===== src/rtl/cmb_pkg.sv =====
package cmb_pkg;
  localparam int NBR = 2;
  localparam int CFG_AW = 2;
  localparam int CFG_DW = 4;

  typedef enum logic [CFG_AW-1:0] {
    ADR_ENABLE = 2'd0,
    ADR_MODE   = 2'd1,
    ADR_STICKY = 2'd2,
    ADR_LIVE   = 2'd3
  } cfg_addr_e;

  typedef struct packed {
    logic tx_off;
    logic diag_sel;
    logic diag_en;
  } mode_t;

  // silent bit per branch from the mode
  function automatic logic [NBR-1:0] silent_of(mode_t m);
    logic [NBR-1:0] s;
    s = '0;
    if (m.tx_off) s = '1;
    else if (m.diag_en) begin
      s = '1;
      s[m.diag_sel] = 1'b0;
    end
    return s;
  endfunction

  // wired-AND of included branches; excluded ones read recessive
  function automatic logic merge_rx(logic [NBR-1:0] rxd, logic [NBR-1:0] incl);
    return &(rxd | ~incl);
  endfunction
endpackage


===== src/rtl/cmb_fault_sync.sv =====
module cmb_fault_sync #(
  parameter int NB = 2,
  parameter int STAGES = 2
) (
  input  logic          clk,
  input  logic          rst_n,
  input  logic [NB-1:0] fault_in,
  output logic [NB-1:0] fault_live
);
  generate
    for (genvar b = 0; b < NB; b++) begin : g_br
      logic [STAGES-1:0] chain;
      logic [STAGES:0]   nxt;
      assign nxt = {chain, fault_in[b]};
      always_ff @(posedge clk or negedge rst_n) begin
        if (!rst_n) chain <= '0;
        else        chain <= nxt[STAGES-1:0];
      end
      assign fault_live[b] = chain[STAGES-1];
    end
  endgenerate
endmodule


===== src/rtl/cmb_rx_merge.sv =====
module cmb_rx_merge
  import cmb_pkg::*;
(
  input  logic           clk,
  input  logic           rst_n,
  input  logic [NBR-1:0] br_rxd,
  input  logic [NBR-1:0] enable,
  input  logic [NBR-1:0] fault_live,
  output logic           merged_rxd,
  output logic [NBR-1:0] included
);
  assign included   = enable & ~fault_live;
  assign merged_rxd = merge_rx(br_rxd, included);

  // a dominant level on an included branch must reach the controller
  a_r1_dominant_passes: assert property (@(posedge clk) disable iff (!rst_n)
    (|(~br_rxd & included)) |-> !merged_rxd);
  // a branch whose fault is live cannot pull the merged line low alone
  a_r3_faulted_isolated: assert property (@(posedge clk) disable iff (!rst_n)
    (&(br_rxd | fault_live)) |-> merged_rxd);
endmodule


===== src/rtl/cmb_mode_ctl.sv =====
module cmb_mode_ctl
  import cmb_pkg::*;
(
  input  logic           clk,
  input  logic           rst_n,
  input  mode_t          mode,
  output logic [NBR-1:0] silent
);
  assign silent = silent_of(mode);

  // diagnostic mode leaves exactly one talker
  a_r6_one_talker: assert property (@(posedge clk) disable iff (!rst_n)
    (mode.diag_en && !mode.tx_off) |-> ($countones(silent) == NBR - 1));
  // transmit-off silences every branch
  a_r7_all_quiet: assert property (@(posedge clk) disable iff (!rst_n)
    mode.tx_off |-> (&silent));
  // normal mode never silences a branch
  a_r5_normal_talks: assert property (@(posedge clk) disable iff (!rst_n)
    (!mode.diag_en && !mode.tx_off) |-> (silent == '0));
endmodule


===== src/rtl/cmb_regs.sv =====
module cmb_regs
  import cmb_pkg::*;
(
  input  logic              clk,
  input  logic              rst_n,
  input  logic              we,
  input  logic [CFG_AW-1:0] addr,
  input  logic [CFG_DW-1:0] wdata,
  input  logic [NBR-1:0]    fault_live,
  output logic [CFG_DW-1:0] rdata,
  output logic [NBR-1:0]    enable,
  output mode_t             mode,
  output logic [NBR-1:0]    sticky
);
  logic           wr_en, wr_mode, wr_clr;
  logic [NBR-1:0] clr_mask, sticky_d;

  assign wr_en    = we && (addr == ADR_ENABLE);
  assign wr_mode  = we && (addr == ADR_MODE);
  assign wr_clr   = we && (addr == ADR_STICKY);
  assign clr_mask = wr_clr ? wdata[NBR-1:0] : '0;
  assign sticky_d = (sticky & ~clr_mask) | fault_live;

  always_ff @(posedge clk or negedge rst_n) begin
    if (!rst_n) begin
      enable <= '1;
      mode   <= '0;
      sticky <= '0;
    end else begin
      if (wr_en)   enable <= wdata[NBR-1:0];
      if (wr_mode) mode   <= mode_t'(wdata[2:0]);
      sticky <= sticky_d;
    end
  end

  always_comb begin
    rdata = '0;
    unique case (addr)
      ADR_ENABLE: rdata[NBR-1:0] = enable;
      ADR_MODE:   rdata[2:0]     = mode;
      ADR_STICKY: rdata[NBR-1:0] = sticky;
      default:    rdata[NBR-1:0] = fault_live;
    endcase
  end

  // a live fault is captured on the next edge
  a_r8_capture: assert property (@(posedge clk) disable iff (!rst_n)
    fault_live[0] |=> sticky[0]);
  // a sticky bit survives unless written with one
  a_r8_holds: assert property (@(posedge clk) disable iff (!rst_n)
    (sticky[1] && !(wr_clr && wdata[1])) |=> sticky[1]);
endmodule


===== src/rtl/can_dual_branch_combiner.sv =====
module can_dual_branch_combiner
  import cmb_pkg::*;
#(
  parameter int SYNC_STAGES = 2
) (
  input  logic              clk,
  input  logic              rst_n,
  input  logic              ctl_txd,
  output logic              ctl_rxd,
  input  logic [1:0]        br_rxd,
  input  logic [1:0]        br_fault,
  output logic [1:0]        br_txd,
  output logic [1:0]        br_silent,
  input  logic              cfg_we,
  input  logic [1:0]        cfg_addr,
  input  logic [3:0]        cfg_wdata,
  output logic [3:0]        cfg_rdata,
  output logic              sys_warn
);
  logic [NBR-1:0] fault_live, enable, sticky, included;
  mode_t          mode;

  cmb_fault_sync #(.NB(NBR), .STAGES(SYNC_STAGES)) u_sync (
    .clk(clk), .rst_n(rst_n), .fault_in(br_fault), .fault_live(fault_live));

  cmb_regs u_regs (
    .clk(clk), .rst_n(rst_n), .we(cfg_we), .addr(cfg_addr), .wdata(cfg_wdata),
    .fault_live(fault_live), .rdata(cfg_rdata), .enable(enable), .mode(mode),
    .sticky(sticky));

  cmb_rx_merge u_merge (
    .clk(clk), .rst_n(rst_n), .br_rxd(br_rxd), .enable(enable),
    .fault_live(fault_live), .merged_rxd(ctl_rxd), .included(included));

  cmb_mode_ctl u_mode (
    .clk(clk), .rst_n(rst_n), .mode(mode), .silent(br_silent));

  assign br_txd   = {NBR{ctl_txd}};
  assign sys_warn = |sticky;

  // warning follows the sticky bits
  a_r10_warn: assert property (@(posedge clk) disable iff (!rst_n)
    sys_warn == (sticky != '0));
  // both branches carry the controller's transmit bit
  a_r4_fanout: assert property (@(posedge clk) disable iff (!rst_n)
    (br_txd[0] == ctl_txd) && (br_txd[1] == ctl_txd));
endmodule


===== config.mk =====
export PLATFORM = sky130hd
export DESIGN_NAME = can_dual_branch_combiner
export DESIGN_NICKNAME = d
export VERILOG_FILES = /design/src/rtl/cmb_pkg.sv /design/src/rtl/cmb_fault_sync.sv /design/src/rtl/cmb_rx_merge.sv /design/src/rtl/cmb_mode_ctl.sv /design/src/rtl/cmb_regs.sv /design/src/rtl/can_dual_branch_combiner.sv
export SDC_FILE = /design/constraint.sdc
export NUM_CORES = 1
export LEC_CHECK = 0
export ABC_AREA = 1
export BUFFER_PORTS_ARGS = -buffer_cell sky130_fd_sc_hd__buf_2
export CAP_MARGIN = 20
export CORE_AREA = 2 2 39 41
export DETAILED_ROUTE_END_ITERATION = 7
export DIE_AREA = 0 0 41 43
export PLACE_DENSITY = 0.67
export SLEW_MARGIN = 30
export SYNTH_ARGS = -nofsm -noshare
export SYNTH_HDL_FRONTEND = slang
export SYNTH_SLANG_ARGS = --single-unit

===== constraint.sdc =====
create_clock -name clk -period 1.05 [get_ports clk]
set_input_delay 0.0525 -clock clk [delete_from_list [all_inputs] [get_ports clk]]
set_output_delay 0.0525 -clock clk [all_outputs]
set_load 0.01 [all_outputs]

; ---- Word level (Yosys, flattened, before mapping)
; Index checks and enable logic that the tools add are counted.
[word_totals]
output_inout_bits = 10
in_bits = 14
ff_bits = 11
elab_cells = 33
[op_classes]
eq_ne = 2
n_mux = 7
order_cmp = 2
bitwise = 8
reduce_logical = 7
[ops]
columns = cell, n
row1 = inverter 2 bit, 4
row2 = two-way mux 2 bit, 3
row3 = one-hot mux 2 bit (3 select lines), 1
row4 = AND 2 bit, 2
row5 = logical AND 1 bit, 4
row6 = bitwise OR 2 bit, 2
row7 = == test 2 x 1 -> 1 bit (second input constant), 1
row8 = == test 2 bit (second input constant), 1
row9 = logical NOT 2 bit, 1
row10 = < comparator 1 x 2 -> 1 bit (second input constant), 1
row11 = two-way mux 1 bit, 2
row12 = AND reduction 2 bit, 1
row13 = OR reduction 2 bit, 1
row14 = demux 1 bit (select 1 bit), 1
row15 = >= comparator 1 bit (second input constant), 1

; ---- Logic depth before layout (Yosys ltp)
; Gate-level depths: netlist of the first run.
[logic_depth]
ltp_word = 7
mapped_depth = 5
mapped_depth_nobuf = 4

; ---- Modules after synthesis
; A second synthesis of the first run with hierarchy kept.
[unflattened]
hier_cells = 77
hier_area_um2 = 636.9
[modules_own_cells]
columns = mod, instances, cells_per_inst, area_each_um2, seq_area_each_um2
row1 = cmb_regs, 1, 48, 420.4, 177.7
row2 = cmb_fault_sync, 1, 6, 115.1, 100.1
row3 = cmb_rx_merge, 1, 12, 52.6, 0.0
row4 = can_dual_branch_combiner, 1, 5, 26.3, 0.0
row5 = cmb_mode_ctl, 1, 6, 22.5, 0.0

; ---- Worst setup path before layout of the first run
; Ideal clock, no wire load.
[synth_path]
kind = register to output
startpoint = register u_regs.enable[0]
endpoint = output port ctl_rxd
stages_incl_launch_ff = 4
setup_slack_ns = 0.231
t_arrival_ns = 0.766
required_time_ns = 0.998
path_buffers = 0
path_cell_list = dfstp_2 nand2_1 o21ai_0 inv_1
[synth_via]
elab_chain_len = 4
[synth_rtl]
columns = item, line_no
row1 = start: declaration, cmb_regs.sv:11  ; output logic [NBR-1:0] enable,
row2 = start signal: assignment, cmb_regs.sv:30  ; if (wr_en) enable <= wdata[NBR-1:0];
row3 = AND 2 bit, cmb_rx_merge.sv:12  ; assign included = enable & ~fault_live;
row4 = inverter 2 bit, cmb_pkg.sv:33  ; return &(rxd | ~incl);
row5 = bitwise OR 2 bit, cmb_pkg.sv:33
row6 = AND reduction 2 bit, cmb_pkg.sv:33
row7 = end: declaration, can_dual_branch_combiner.sv:9  ; output logic ctl_rxd,
; No other way between the ends.

; ---- Worst setup path in the final report of the first run
; Ends and elaborated chain as after synthesis.

==> results of run 1 <==
[through the flow]
step | hold WS (ns) | cell area [um2]
6_report | 0.0200 | 711
5_1_grt | 0.0269 | 711
4_1_cts | 0.0161 | 691
3_5_place_dp | -0.0711 | 618
3_3_place_gp | -0.0757 | 618
2_1_floorplan | -0.243 | 538
[power by group through the flow]
stage	combinational, W	sequential (W)	clock [W]
after global routing	0.000246	0.000517	0.000303
final	0.000216	0.000509	0.000280
after detailed placement	0.000185	0.000510	0
after CTS	0.000197	0.000503	0.000288
after global placement	0.000180	0.000511	0
after floorplan	0.000118	0.000504	0
[synth_stat cells, drive strengths merged]
cell type,count,share of area (%)
nor2,1,1.2
nor3,1,1.9
nand3b,1,1.4
nand4,4,4.7
nand3,7,7.4
nand2,15,11
o21ai,7,6.5
or2,1,1.2
dfstp,2,9.8
conb,1,0.70
inv,10,7.0
buf,4,5.6
dfrtp,9,42
[cells in the final DEF, fill, tap and decap left out, types with 3 or more instances in the layout]
cell type / netlist / layout
o21ai_1: 5 / 5
dlygate4sd3_1: 0 / 3
nand3_1: 6 / 6
nand2_2: 1 / 3
buf_2: 0 / 17
dfrtp_1: 9 / 9
inv_1: 9 / 7
nand4_1: 4 / 4
clkbuf_4: 0 / 3
nand2_1: 14 / 12
inv_2: 1 / 3
[layout make-up]
cell class,count,share of cell area [%]
clock buffer,4,3.70
inverter,10,5.28
multi-input combinational,38,29.2
sequential,11,39.1
tap,16,2.82
timing repair buffer,23,19.9
[registers in the layout, indices dropped and copies added (netlist names)]
signal and flops:
u_regs.enable 2, u_regs.sticky 2, u_sync.g_br.chain 4, u_regs.mode 3
[logic make-up (layout without fill, tap and decap cells)]
group	after synthesis	after routing	synth area share [%]
flip-flops	11	11	51.6
AO/OA/AOI/OAI	7	7	6.51
AND/OR/NAND/NOR	30	30	28.6
other	1	1	0.697
buffers and inverters	14	37	12.6
[metal layers]
layer | vias up | routed length (um) | share of wire (%)
met1 | 225 | 490 | 44
met4 | 0 | 0 | 0
met2 | 12 | 563 | 51
met5 | - | 0 | 0
met3 | 0 | 50 | 4.5
li1 | 246 | - | -
[worst max-delay path, delay by kind of cell, from the launching register on]
| kind | cells | cell delay [ns] |
|---|---|---|
| flip-flops | 1 | 0.55 |
| buffers and inverters | 2 | 0.17 |
| AO/OA/AOI/OAI | 1 | 0.12 |
| AND/OR/NAND/NOR | 1 | 0.05 |
[final timing paths]
kind | startpoint | to | slack, ns | cells past startpoint
min in group asynchronous | rst_n | u_regs.mode[2] | 0.19 | 2
max in group asynchronous | rst_n | u_regs.enable[0] | 0.61 | 2
min reg2reg | u_sync.g_br[1].chain[0] | u_sync.g_br[1].chain[1] | 0.35 | 0
min | cfg_wdata[2] | u_regs.mode[2] | 0.02 | 3
max reg2reg | u_regs.enable[1] | u_regs.enable[1] | 0.29 | 2
max | u_regs.enable[0] | ctl_rxd | -0.15 | 4
[repair_timing]
action / CTS / global route
pin swaps: 0 / 2
setup buffers: 1 / 1
endpoints found under the hold margin: 13 / 0
hold buffers: 3 / 0
setup endpoints to repair: 4 / 7
gates resized for setup: 3 / 7
==> summary.md, run 1 <==
| Metric | Value |
|---|---|
| Ports | `24` |
| WP data arrival | `1.15 ns` |
| # clock sinks | `11` |
| P&R area growth vs syn | `32.1%` |
| Core ar. | `1380 um2` |
| Pwr Density | `1420 nW/um2` |
| Die footprint | `1760 um2` |
| Dpl hpwl | `787 um` |
| RSZ-0062 raised after global routing | `yes` |
| Final period util | `114%` |
| Fillers | `133` |
| Post-Synthesis Cells | `63` |
| IO buf count | `18` |
| Netlist Area Pre-Place | `538 um2` |
| Routed Antenna Nets | `0` |
| Max-Cap Viols | `0` |
| Leak | `0.359 nW` |
| Initial antenna violation count | `0` |
| First-pass GRT wire length | `1830 um` |
| GRT Residual Overflow | `0` |
| Worst min path class | `input pin to flip-flop` |
| Placed Cells | `93` |
| PnR worst setup slack | `-0.150 ns` |
| Setup WS pre-CTS | `0.115 ns` |
| Final Non-Filler Cells | `102` |
| Flop pwr share | `50.7%` |
| Hold Vio Cnt, Final | `0` |
| Footprint of the multi-input gates | `208 um2` |
| Met2 Usage GRT | `22.2%` |
| Sw Ratio | `28.5%` |
| CP cell instances | `nand2_2 > o21ai_2 > inv_1 > buf_2` |
| Slowest Stage Delay on Critical Path | `0.55 ns` |
| Rows | `14` |
| Synth Net Count | `77` |
| Clock Latency Late Sink | `0.26 ns` |
| Run status | `finished, violations left` |
| Global routing's busiest layer | `met2` |
| Cts bufs inserted | `3` |
| Setup TNS | `-0.321 ns` |
| Total power draw | `0.00101 W` |
| Max frequency | `833 MHz` |
| Initial DRC Count | `5` |
| Vias per cell | `4.74` |
| Fin Clk Skew | `0.000161 ns` |
| CTS clk-pin slew, worst paths | `0.07 ns` |
| Share of total power in the clock network | `27.8%` |
| Routability Congestion | `0.780` |
| Total GRT Usage | `15.2%` |
| Routed vias | `483` |
| Slew Limit Fails | `0` |
| Die W | `41 um` |
| DRC violations left | `0` |
| Die H | `43 um` |
| DR WL/cell | `10.8 um` |
| Met3 Track Usage GR | `1.57%` |
| Distinct cell type count of the synthesized netlist | `17` |
| Critical-path top delay cell | `dfstp_2` |
| NetSw | `0.000287 W` |
| Final setup fails | `4` |
| 1st-pass router iterations | `4` |
| CP endpoint kind | `primary output` |
| Combinational power share | `21.5%` |
| Antenna diode count | `0` |
| Yosys Warn Count | `0` |
| CTS tree | `built` |
| Vias in the first global route | `457` |
| Met1 Resource Use GR | `21.4%` |
| Post-Route WL | `1100 um` |
| Post-synthesis sequential area ratio | `51.6%` |
| #FFs+latches synth | `11` |
| P_int | `0.000719 W` |
| CP Launch Type | `flip-flop` |
| Synth Area per Inst | `8.54 um2` |
| Nets | `101` |
| Longest Clk Path Bufs | `2` |
| Max IR drop VDD | `0.661 mV` |
| CTS root buf | `clkbuf_4` |
| Share of cells above drive strength 1 | `43.0%` |
| Required time of the critical path | `1.00 ns` |
| H-Tree Depth | `1` |
| Final Core Density | `51.4%` |
| Crit-path max FO | `3` |
| Failing checks | `setup timing` |
| Initial Util | `38.9%` |
| Largest net degree at the start of global routing | `12` |
| CP Class | `flip-flop to primary output` |
| Minimum clock period | `1.20 ns` |
| FF+latch area | `278 um2` |
No activity file was read; power rests on OpenSTA's default activity.
==> run 2: changes to the inputs <==
--- a/config.mk
+++ b/config.mk
@@ -11,6 +11,7 @@
 export CORE_AREA = 2 2 39 41
 export DETAILED_ROUTE_END_ITERATION = 7
 export DIE_AREA = 0 0 41 43
+export GPL_TIMING_DRIVEN = 0
 export PLACE_DENSITY = 0.67
 export SLEW_MARGIN = 30
 export SYNTH_ARGS = -nofsm -noshare
==> constraint.sdc (replaced) <==
create_clock -name clk -period 1.4 [get_ports clk]
set_input_delay 0.07 -clock clk [delete_from_list [all_inputs] [get_ports clk]]
set_output_delay 0.07 -clock clk [all_outputs]
set_load 0.01 [all_outputs]
==> summary.md, run 2 (synthesis gave the netlist of run 1 again) <==
| Metric | Value |
|---|---|
| Die W | `41 um (unchanged)` |
| Combinational power share | `20.8% (-0.7 points)` |
| GRT Residual Overflow | `0 (unchanged)` |
| Hold Vio Cnt, Final | `0 (unchanged)` |
| Antenna diode count | `0 (unchanged)` |
| Dpl hpwl | `855 um (+8.7%)` |
| Worst min path class | `input pin to flip-flop` |
| Flop pwr share | `51.3% (+0.6 points)` |
| Total GRT Usage | `15.0% (-0.21 points)` |
| Vias in the first global route | `452 (-1.1%)` |
| Run status | `complete, no violations` |
| 1st-pass router iterations | `4 (unchanged)` |
| NetSw | `0.000204 W (-29%)` |
| Initial Util | `38.9% (unchanged)` |
| Worst Reg-to-Reg Cells | `2 (unchanged)` |
| RR Startpoint | `u_regs.enable[1]` |
| CP Class | `flip-flop to primary output` |
| CTS tree | `built` |
| Max reg flops | `4 (unchanged)` |
| WP data arrival | `1.19 ns (+0.04 ns)` |
| Most flop-heavy register | `u_sync.g_br.chain` |
| Routed vias | `493 (+2.1%)` |
| CP startpoint | `u_regs.enable[0]` |
| Sw Ratio | `27.6% (-0.93 points)` |
| Ports | `24 (unchanged)` |
| Post-CTS Resized | `0 (-3)` |
| Routability Congestion | `0.750 (-3.8%)` |
| P_int | `0.000536 W (-25%)` |
| IO buf count | `19 (+1)` |
| R2R Path End | `u_regs.enable[1]` |
| Core ar. | `1380 um2 (unchanged)` |
| DR WL/cell | `10.2 um (-5.2%)` |
| Final period util | `90.1%` |
| Commonest non-fill, non-tap cell in the layout | `buf_2` |
| Vias per cell | `4.70 (-0.85%)` |
| First-pass GRT wire length | `1810 um (-1.1%)` |
| Share of total power in the clock network | `27.9% (about the same)` |
| Fin Clk Skew | `0.000103 ns (-0.0000584 ns)` |
| Cts bufs inserted | `3 (unchanged)` |
| Longest Clk Path Bufs | `2 (unchanged)` |
| Post-DP Area | `653 um2 (+5.7%)` |
| Setup TNS | `0 ns (+0.321 ns)` |
| # clock sinks | `11 (unchanged)` |
| Largest net degree at the start of global routing | `12 (unchanged)` |
| CP Launch Type | `flip-flop` |
| Biggest regs | `u_sync.g_br.chain: 4 flops, u_regs.mode: 3 flops` |
| Crit-path max FO | `3 (unchanged)` |
| Final setup fails | `0 (-4)` |
| Leak | `0.366 nW (+1.8%)` |
| Initial DRC Count | `6 (+1)` |
| Slowest Stage Delay on Critical Path | `0.55 ns (about the same)` |
| CP endpoint kind | `primary output` |
| Non-Filler Cell Area, Final | `709 um2 (-0.18%)` |
| Pwr Density | `1040 nW/um2 (-26%)` |
| DRC violations left | `0 (unchanged)` |
| Rows | `14 (unchanged)` |
| CTS root buf | `clkbuf_4` |
| Die H | `43 um (unchanged)` |
| H-Tree Depth | `1 (unchanged)` |
| Setup WS pre-CTS | `0.434 ns (+0.319 ns)` |
| Nets | `104 (+3.0%)` |
| PnR worst setup slack | `0.138 ns (+0.288 ns)` |
| Max-Cap Viols | `0 (unchanged)` |
| Slew Limit Fails | `0 (unchanged)` |
| Most frequent cells in the layout | `buf_2, nand2_1, inv_1, dfrtp_1, nand3_1` |
| Critical-path top delay cell | `dfstp_2` |
| Crit path capture | `ctl_rxd` |
| Max IR drop VDD | `0.495 mV (-25%)` |
| Initial antenna violation count | `0 (unchanged)` |
| Share of cells above drive strength 1 | `38.2% (-4.8 points)` |
| Max frequency | `793 MHz` |
| Die footprint | `1760 um2 (unchanged)` |
| Setup Buffers After CTS | `0 (-1)` |
| Minimum clock period | `1.26 ns` |
| CP cell instances | `nand2_1 > o21ai_0 > inv_1 > buf_2` |
| Post-Route WL | `1080 um (-2.4%)` |
| R2R setup slack | `0.66 ns (+0.37 ns)` |
| P&R area growth vs syn | `31.9%` |
| Required time of the critical path | `1.33 ns (+0.33 ns)` |
| CTS clk-pin slew, worst paths | `0.07 ns (about the same)` |
| RSZ-0062 raised after global routing | `no` |
| Routed Antenna Nets | `0 (unchanged)` |
| Clock Latency Late Sink | `0.26 ns (about the same)` |
==> run 2: routing by layer <==
metal,vias to the layer above,track usage (%),wire (um)
li1,250,-,-
met1,226,22.1,496
met2,17,20.9,502
met3,0,1.57,77
met4,0,8.00,0
met5,-,0,0
==> run 2: repair_timing <==
item | 4_1_cts | 5_1_grt
endpoints found under the setup margin | 0 | 0
hold endpoints to repair | 13 | 0
hold buffers | 3 | 0
==> run 2: area by class of cell <==
class	count	area [um2]
Buffer	4	30.0
Clock buffer	4	26.3
Fill cell	151	674
Inverter	10	37.5
Multi-Input combinational cell	38	193
Sequential cell	11	278
Tap cell	16	20.0
Timing Repair Buffer	22	125
==> run 2: critical path: cells and delay by family, from the launching register on <==
| kind | cells | cell delay (ns) |
|---|---|---|
| AND/OR/NAND/NOR | 1 | 0.06 |
| flip-flops | 1 | 0.55 |
| buffers and inverters | 2 | 0.18 |
| AO/OA/AOI/OAI | 1 | 0.14 |
==> run 2: worst min path at each step <==
stage | startpoint | endpoint | cells after the start
after CTS | cfg_wdata[2] | u_regs.mode[2] | 3
after global routing | cfg_wdata[0] | u_regs.enable[0] | 3
after floorplan | rst_n | u_regs.mode[0] | 0
after detailed placement | rst_n | u_regs.mode[0] | 1
final | cfg_wdata[2] | u_regs.mode[2] | 3
after global placement | rst_n | u_regs.mode[2] | 1
==> run 2: metrics by stage <==
stage / cells / total power (W) / hold WS (ns) / util (%)
floorplan: 63 / 0.000466 / -0.226 / -
global placement: 98 / 0.000530 / -0.0563 / 47.2
detailed placement: 98 / 0.000534 / -0.0521 / 47.2
CTS: 105 / 0.000753 / 0.0342 / 51.3
global route: 105 / 0.000787 / 0.0531 / 51.3
finish: 105 / 0.000740 / 0.0424 / 51.3
==> run 2: power groups by stage <==
stage               sequential, W  combinational (W)  clock [W]
finish                   0.000379           0.000154   0.000206
global route             0.000384           0.000175   0.000228
CTS                      0.000379           0.000155   0.000219
detailed placement       0.000385           0.000149          0
floorplan                0.000378          0.0000888          0
global placement         0.000384           0.000145          0
